`src/rtl/pgw_pkg.sv`:
```
package pgw_pkg;
  typedef enum logic [1:0] {
    ST_IDLE    = 2'd0,
    ST_COLLECT = 2'd1,
    ST_PROG    = 2'd2
  } pgw_state_e;
endpackage

```
`src/rtl/pgw_page_buffer.sv`:
```
module pgw_page_buffer #(
  parameter int PAGE_W = 5,
  parameter int DATA_W = 8
) (
  input  logic              clk,
  input  logic              rst_n,
  input  logic              clr,
  input  logic              wr_en,
  input  logic [PAGE_W-1:0] wr_idx,
  input  logic [DATA_W-1:0] wr_data,
  input  logic [PAGE_W-1:0] rd_idx,
  output logic [DATA_W-1:0] rd_data,
  output logic              rd_valid,
  output logic              any_valid
);
  localparam int SLOTS = 1 << PAGE_W;

  logic [DATA_W-1:0] slot_q [SLOTS];
  logic [SLOTS-1:0]  fill_q;

  always_ff @(posedge clk or negedge rst_n) begin
    if (!rst_n) begin
      fill_q <= '0;
      for (int s = 0; s < SLOTS; s++) slot_q[s] <= '0;
    end else if (clr) begin
      fill_q <= '0;
    end else if (wr_en) begin
      fill_q[wr_idx] <= 1'b1;
      slot_q[wr_idx] <= wr_data;
    end
  end

  assign rd_data   = slot_q[rd_idx];
  assign rd_valid  = fill_q[rd_idx];
  assign any_valid = |fill_q;
endmodule

```
`src/rtl/pgw_prog_timer.sv`:
```
module pgw_prog_timer #(
  parameter int CYCLE_CLKS = 250000,
  localparam int CW = $clog2(CYCLE_CLKS) + 1
) (
  input  logic          clk,
  input  logic          rst_n,
  input  logic          run,
  output logic [CW-1:0] cnt,
  output logic          last
);
  always_ff @(posedge clk or negedge rst_n) begin
    if (!rst_n)   cnt <= '0;
    else if (run) cnt <= cnt + 1'b1;
    else          cnt <= '0;
  end

  assign last = run && (cnt == CW'(CYCLE_CLKS - 1));
endmodule

```
`src/rtl/page_prog_ctrl.sv`:
```
module page_prog_ctrl #(
  parameter int ADDR_W     = 10,
  parameter int DATA_W     = 8,
  parameter int PAGE_W     = 5,
  parameter int CYCLE_CLKS = 250000
) (
  input  logic              clk,
  input  logic              rst_n,
  input  logic              cmd_start,
  input  logic [ADDR_W-1:0] start_addr,
  input  logic              wel_set,
  input  logic              in_valid,
  input  logic [DATA_W-1:0] in_data,
  output logic              in_ready,
  input  logic              cmd_end,
  input  logic              prot_hit,
  output logic              mem_we,
  output logic [ADDR_W-1:0] mem_addr,
  output logic [DATA_W-1:0] mem_wdata,
  output logic              busy,
  output logic              wel_clr,
  input  logic [DATA_W-2:0] stat_flags,
  output logic [DATA_W-1:0] stat_out
);
  import pgw_pkg::*;

  localparam int PAGE_BYTES = 1 << PAGE_W;
  localparam int BASE_W     = ADDR_W - PAGE_W;
  localparam int CW         = $clog2(CYCLE_CLKS) + 1;

  pgw_state_e        state_q;
  logic [BASE_W-1:0] base_q;
  logic [PAGE_W-1:0] ptr_q;
  logic              accept, open_cmd, any_fill, slot_fill, tmr_last;
  logic [CW-1:0]     tmr_cnt;
  logic [DATA_W-1:0] slot_data;

  assign open_cmd = (state_q == ST_IDLE) && cmd_start && wel_set;
  assign in_ready = (state_q == ST_COLLECT);
  assign accept   = in_ready && in_valid;
  assign busy     = (state_q == ST_PROG);

  pgw_page_buffer #(.PAGE_W(PAGE_W), .DATA_W(DATA_W)) u_buf (
    .clk      (clk),
    .rst_n    (rst_n),
    .clr      (open_cmd),
    .wr_en    (accept),
    .wr_idx   (ptr_q),
    .wr_data  (in_data),
    .rd_idx   (tmr_cnt[PAGE_W-1:0]),
    .rd_data  (slot_data),
    .rd_valid (slot_fill),
    .any_valid(any_fill)
  );

  pgw_prog_timer #(.CYCLE_CLKS(CYCLE_CLKS)) u_tmr (
    .clk  (clk),
    .rst_n(rst_n),
    .run  (busy),
    .cnt  (tmr_cnt),
    .last (tmr_last)
  );

  always_ff @(posedge clk or negedge rst_n) begin
    if (!rst_n) begin
      state_q <= ST_IDLE;
      base_q  <= '0;
      ptr_q   <= '0;
    end else begin
      case (state_q)
        ST_IDLE: if (open_cmd) begin
          state_q <= ST_COLLECT;
          base_q  <= start_addr[ADDR_W-1:PAGE_W];
          ptr_q   <= start_addr[PAGE_W-1:0];
        end
        ST_COLLECT: begin
          if (accept) ptr_q <= ptr_q + 1'b1;
          if (cmd_end) state_q <= (any_fill || accept) ? ST_PROG : ST_IDLE;
        end
        ST_PROG: if (tmr_last) state_q <= ST_IDLE;
        default: state_q <= ST_IDLE;
      endcase
    end
  end

  // One slot per clock during the first PAGE_BYTES cycles of the timed window.
  assign mem_addr  = {base_q, tmr_cnt[PAGE_W-1:0]};
  assign mem_wdata = slot_data;
  assign mem_we    = busy && (tmr_cnt < CW'(PAGE_BYTES)) && slot_fill && !prot_hit;
  assign wel_clr   = tmr_last;
  assign stat_out  = busy ? '1 : {stat_flags, 1'b0};
endmodule

```
`config.mk`:
```
export PLATFORM = sky130hd
export DESIGN_NAME = page_prog_ctrl
export DESIGN_NICKNAME = d
export VERILOG_FILES = /design/src/rtl/pgw_pkg.sv /design/src/rtl/pgw_page_buffer.sv /design/src/rtl/pgw_prog_timer.sv /design/src/rtl/page_prog_ctrl.sv
export SDC_FILE = /design/constraint.sdc
export NUM_CORES = 1
export LEC_CHECK = 0
export ABC_AREA = 1
export BUFFER_PORTS_ARGS = -buffer_cell sky130_fd_sc_hd__buf_2
export CELL_PAD_IN_SITES_DETAIL_PLACEMENT = 0
export CELL_PAD_IN_SITES_GLOBAL_PLACEMENT = 1
export CORE_MARGIN = 2
export CORE_UTILIZATION = 46
export DETAILED_ROUTE_END_ITERATION = 10
export GPL_TIMING_DRIVEN = 0
export PLACE_DENSITY_LB_ADDON = 0.1
export SLEW_MARGIN = 20
export SYNTH_ARGS = -nofsm -noshare
export SYNTH_HDL_FRONTEND = slang
export SYNTH_HIERARCHICAL = 1
export SYNTH_SLANG_ARGS = --single-unit
export TNS_END_PERCENT = 20
```
`constraint.sdc`:
```
create_clock -name clk -period 2.8 [get_ports clk]
set_clock_uncertainty 0.2 [all_clocks]
set_input_delay 0.28 -clock clk [delete_from_list [all_inputs] [get_ports clk]]
set_output_delay 0.28 -clock clk [all_outputs]
set_load 0.02 [all_outputs]
```
==> flow_summary.json, run 1 <==
{
  "min_period_ns": 3.02,
  "rsz0062_at_grt": "yes",
  "mostFrequentLayoutCell": "nand2_1",
  "synth_cells": 1935,
  "ios": 62,
  "endpoint_kind": "output port",
  "cts_tree": "built",
  "dp_hpwl_um": 35800,
  "status": "finished, violations left",
  "clock_latency_ns": 0.53,
  "diodes": 0,
  "drc": 0,
  "ant_nets": 0,
  "htree_levels": 2,
  "violations": "setup timing",
  "finalWirelength_um": 52600,
  "finish.net_count": 2119,
  "die_x_um": 185,
  "ir_drop_mv": 0.477,
  "grt_pass1_wl_um": 81100,
  "first_global_vias": 13580,
  "crit_arrival_ns": 2.54,
  "numCtsBuffers": 37,
  "setup_viol": 9,
  "wl_per_cell_um": 20.6,
  "syn2layout_area_growth_pct": 21.9,
  "core_area_um2": 32300,
  "root_buffer": "clkbuf_16",
  "start_kind": "register",
  "placementRows": 66,
  "die-height_um": 185,
  "drtIter0Drc": 1309,
  "grt_max_degree": 96,
  "start_util_pct": 46.4,
  "total_power_mw": 18.2,
  "synth_area_per_cell_um2": 7.75,
  "slew_violations": 0,
  "drv_cap": 0,
  "synth_seq_cells": 319,
  "drive_above_1_share_pct": 14.4,
  "fin_util_pct": 56.6,
  "final_cell_mix": "751 x nand2_1, 317 x dfrtp_1, 268 x o21ai_0",
  "relSlewSlack_pct": 41.7,
  "finalCritPeriodShare_pct": 108,
  "crit_fanout": 8,
  "hold_ws_ns": 0.0268,
  "critPathRequiredTime_ns": 2.32,
  "leakagePower_nw": 8.50,
  "fillers": 3088,
  "final_hold_viol_count": 0,
  "fin_ws_ns": -0.221,
  "vias_per_cell": 5.51,
  "synth.cell_area_um2": 15000,
  "cts_buffer_depth": 3,
  "vias": 14032,
  "port-buffer-count": 61,
  "clk_pin_slew_ns": 0.06,
  "max_freq_mhz": 331,
  "grt_overflow_total": 0,
  "grt_util_all_layers_pct": 31.8,
  "synth_cell_types": 33,
  "worst_slew_pin_slew_ns": 0.875,
  "tns_ns": -1.19,
  "first_pass_iters": 5,
  "ys_warn_count": 6,
  "floorplan.die_area_um2": 34100,
  "p_per_area_nw_per_um2": 994,
  "place.gp.congestion": 0.931,
  "hold_path_class": "primary input to register",
  "cts_sinks": 319,
  "seq_area_frac_synth_pct": 53.2,
  "reg2reg_slack_ns": 0.19,
  "crit_type": "register to output port",
  "synth_nets": 1970,
  "antenna_found_initial": 0
}
[report_power, final]
group	switching (mW)	leakage, nW	internal [mW]
logic	4.51	3.52	2.58
registers	0.652	4.40	5.60
clock network	1.93	0.582	2.91
total	7.09	8.50	11.1
[repair_timing]
| item | 4_1_cts | 5_1_grt |
|---|---|---|
| gates cloned | 2 | 1 |
| endpoints found under the setup margin | 298 | 59 |
| pin swaps | 16 | 15 |
| hold buffers | 19 | 0 |
| endpoints found under the hold margin | 98 | 0 |
| buffers inserted | 23 | 1 |
| gates resized for setup | 165 | 51 |
[cell type report]
cell class	count	area, um^2	area share [%]
Sequential cell	319	7990	43.7
Multi-Input combinational cell	1419	6400	35.0
Clock buffer	50	1010	5.55
Buffer	119	947	5.18
Timing Repair Buffer	108	867	4.74
Tap cell	442	553	3.02
Inverter	79	322	1.76
Clock inverter	11	184	1.01
Timing Repair inverter	1	8.76	0.0479
[worst max-delay path: stages (launching register included)]
cell     delay (ns)
dfrtp_2        0.44
buf_12         0.16
inv_12         0.07
buf_12         0.15
buf_8          0.11
nand2_1        0.05
nand3_1        0.09
nand3_2        0.08
nand2_2        0.07
nand2_1        0.05
nand2_1        0.07
nand2_2        0.07
nand2_4        0.10
nand2_4        0.06
nor3_4         0.12
nand2_1        0.08
nor2_1         0.09
buf_4          0.14
[through the flow]
stage | instances | setup WS (ns) | instance area (um^2)
after floorplan | 1935 | 0.187 | 15000
after global placement | 2438 | -5.05 | 15900
after detailed placement | 2441 | -0.569 | 16000
after CTS | 2546 | -0.298 | 18100
after global routing | 2548 | -0.387 | 18300
final | 2548 | -0.221 | 18300
[registers in the layout, indices dropped and copies added, names as in the netlist]
signal	flops
state_q	2
u_tmr/cnt	19
ptr_q	5
u_buf/slot_q	256
base_q	5
u_buf/fill_q	32
[cell families (layout without fill, tap and decap cells)]
family / Yosys count / after routing / share of synthesized area (%)
xor+xnor: 1 / 1 / 0.0584
compound gates: 316 / 316 / 10.6
simple gates: 1098 / 1099 / 30.4
buf+inv: 198 / 368 / 5.47
flops: 319 / 319 / 53.2
fa+ha+maj: 3 / 3 / 0.250
[cell usage after synthesis, drive strengths merged]
master	instances	area share [%]
nor4	3	0.13
nor3	15	0.63
a31oi	1	0.042
dfrtp	319	53
or2	7	0.29
buf	29	0.97
xor2	1	0.058
nand3	234	7.9
clkbuf	90	2.5
clkinv	4	0.11
a21oi	13	0.43
nor3b	1	0.050
nand4	11	0.46
inv	75	1.9
nand2	778	20
nor2	49	1.3
o21bai	2	0.13
o21ai	300	10
ha	3	0.25
[final timing paths]
kind                              startpoint                end  cells after the start
worst max-delay path            u_tmr/cnt[0]             mem_we                     17
max in group asynchronous              rst_n          base_q[4]                      4
worst min-delay path               cmd_start           ptr_q[0]                      6
min in group asynchronous              rst_n  u_buf/slot_q[227]                      2
worst max register to register    state_q[1]   u_buf/slot_q[22]                     10
worst min register to register     base_q[2]          base_q[2]                      2
[metal layers]
layer	GRT usage, %	up-vias	share of wire, %
met5	0	-	0
met3	5.69	115	7.9
met2	48.6	502	44
met4	12.5	0	4.2
met1	44.9	6820	43
li1	-	6595	-
(Power assumes the default switching activity.)
==> inputs of run 2 (changes only) <==
Settings changed: RECOVER_POWER set to 100.
==> flow_summary.json, run 2 (synthesized netlist as in run 1, its figures left out) <==
{
  "dp_cells": 2441,
  "worst_slew_pin_slew_ns": 1.97,
  "hold_path_class": "primary input to register",
  "cts_buffer_depth": 3,
  "grt_max_degree": 96,
  "diodes": 0,
  "leakagePower_nw": 8.40,
  "die-height_um": 185,
  "final_cells": 2548,
  "status": "finished, violations left",
  "cts_tree": "built",
  "final_hold_viol_count": 0,
  "violations": "capacitance limit, slew limit, setup timing",
  "port-buffer-count": 61,
  "start_kind": "register",
  "ir_drop_mv": 0.475,
  "fillers": 3115,
  "clock_latency_ns": 0.54,
  "slew_violations": 75,
  "place.gp.congestion": 0.931,
  "largest-register": "u_buf/slot_q",
  "vias": 14069,
  "crit_fanout": 8,
  "finish.net_count": 2119,
  "crit_arrival_ns": 2.56,
  "grt_pass1_wl_um": 81100,
  "critPathRequiredTime_ns": 2.32,
  "path_cells": "buf_12, inv_12, buf_12, buf_8, nand2_1, nand3_1, nand3_2, nand2_2, nand2_1, nand2_1, nand2_2, nand2_4, nand2_4, nor3_4, nand2_1, nor2_1, buf_4",
  "rsz0062_at_grt": "yes",
  "wl_per_cell_um": 20.7,
  "mostFrequentLayoutCell": "nand2_1",
  "crit_type": "register to output port",
  "numCtsBuffers": 37,
  "crit_path_top_delay_cell": "dfrtp_2",
  "endpoint_kind": "output port",
  "grt_overflow_total": 0,
  "drv_cap": 1,
  "clk_pin_slew_ns": 0.06,
  "final_cell_mix": "755 x nand2_1, 318 x dfrtp_1, 272 x o21ai_0",
  "relSlewSlack_pct": -31.1,
  "floorplan.die_area_um2": 34100,
  "die_x_um": 185,
  "largest_reg_flops": 256,
  "crit_path_max_incr_delay_ns": 0.44,
  "drtIter0Drc": 1302,
  "fin_ws_ns": -0.235,
  "syn2layout_area_growth_pct": 21.1,
  "cpMostUsedCell": "nand2_1",
  "placementRows": 66,
  "total_power_mw": 18.1,
  "htree_levels": 2,
  "dp_hpwl_um": 35800,
  "ant_nets": 0,
  "first_pass_iters": 5,
  "first_global_vias": 13580,
  "cts_sinks": 319,
  "core_area_um2": 32300,
  "ios": 62,
  "multiInputGateArea_um2": 6340,
  "grt_util_all_layers_pct": 31.8,
  "start_util_pct": 46.4,
  "finalCritPeriodShare_pct": 108,
  "drive_above_1_share_pct": 13.1,
  "p_per_area_nw_per_um2": 996,
  "vias_per_cell": 5.52,
  "seq_area_um2": 7980,
  "min_period_ns": 3.04,
  "antenna_found_initial": 0,
  "drc": 0,
  "reg.largest.list": "u_buf/slot_q x256, u_buf/fill_q x32, u_tmr/cnt x19",
  "setup_viol": 13,
  "finalWirelength_um": 52700,
  "max_freq_mhz": 329,
  "root_buffer": "clkbuf_16"
}
## run 2: report_power, final
group	internal (mW)	leakage, nW	switching [mW]
logic	2.53	3.42	4.47
clock network	2.91	0.582	1.93
registers	5.60	4.40	0.640
total	11.0	8.40	7.05
## run 2: worst paths after layout
| kind | cells after the start | slack (ns) | end | start |
|---|---|---|---|---|
| worst max-delay path | 17 | -0.24 | mem_we | u_tmr/cnt[0] |
| worst min-delay path | 6 | 0.05 | ptr_q[0] | cmd_start |
| worst max register to register | 11 | -0.01 | u_buf/slot_q[22] | state_q[0] |
| worst min register to register | 2 | 0.28 | base_q[3] | base_q[3] |
| max in group asynchronous | 4 | 0.15 | ptr_q[1] | rst_n |
| min in group asynchronous | 2 | 0.63 | u_buf/slot_q[255] | rst_n |
## run 2: metrics by stage
stage | setup TNS (ns) | setup slack (ns) | hold WS (ns) | area [um^2] | utilization [%]
detailed placement | -100.77 | -0.569 | 0.107 | 16000 | 49.5
CTS | -1.74 | -0.298 | 0.0137 | 18100 | 56.1
global route | -39.71 | -0.387 | 0.0783 | 18200 | 56.2
global placement | -1802.90 | -5.05 | 0.258 | 15900 | 49.1
floorplan | 0 | 0.187 | -0.216 | 15000 | -
finish | -1.17 | -0.235 | 0.0487 | 18200 | 56.2
## run 2: worst max-delay path, delay by kind of cell (launching register included)
kind                   cells  cell delay (ns)
buffers and inverters      5             0.63
flip-flops                 1             0.44
AND/OR/NAND/NOR           12             0.96
## run 2: area by class of cell
cell class	instances	share of cell area, %
buffer	119	5.15
clock buffer	50	5.59
clock inverter	11	1.01
inverter	79	1.76
multi-input combinational	1419	35.0
sequential	319	44.0
tap	442	3.05
timing repair buffer	108	4.47
timing repair inverter	1	0.0482
## run 2: what timing repair did
item                                    in CTS  in global routing
pin swaps                                   16                 15
setup buffers                               23                  1
endpoints found under the hold margin       98                  0
resized for setup                          165                 51
hold buffers                                19                  0
gates cloned                                 2                  1
endpoints found under the setup margin     298                 59
## run 2: per-layer routing
metal | routed length (um) | vias to the layer above | track usage (%)
met5 | 0 | - | 0
met4 | 2130 | 0 | 12.5
met3 | 4040 | 111 | 5.69
met2 | 23600 | 532 | 48.6
met1 | 23000 | 6823 | 44.9
li1 | - | 6603 | -
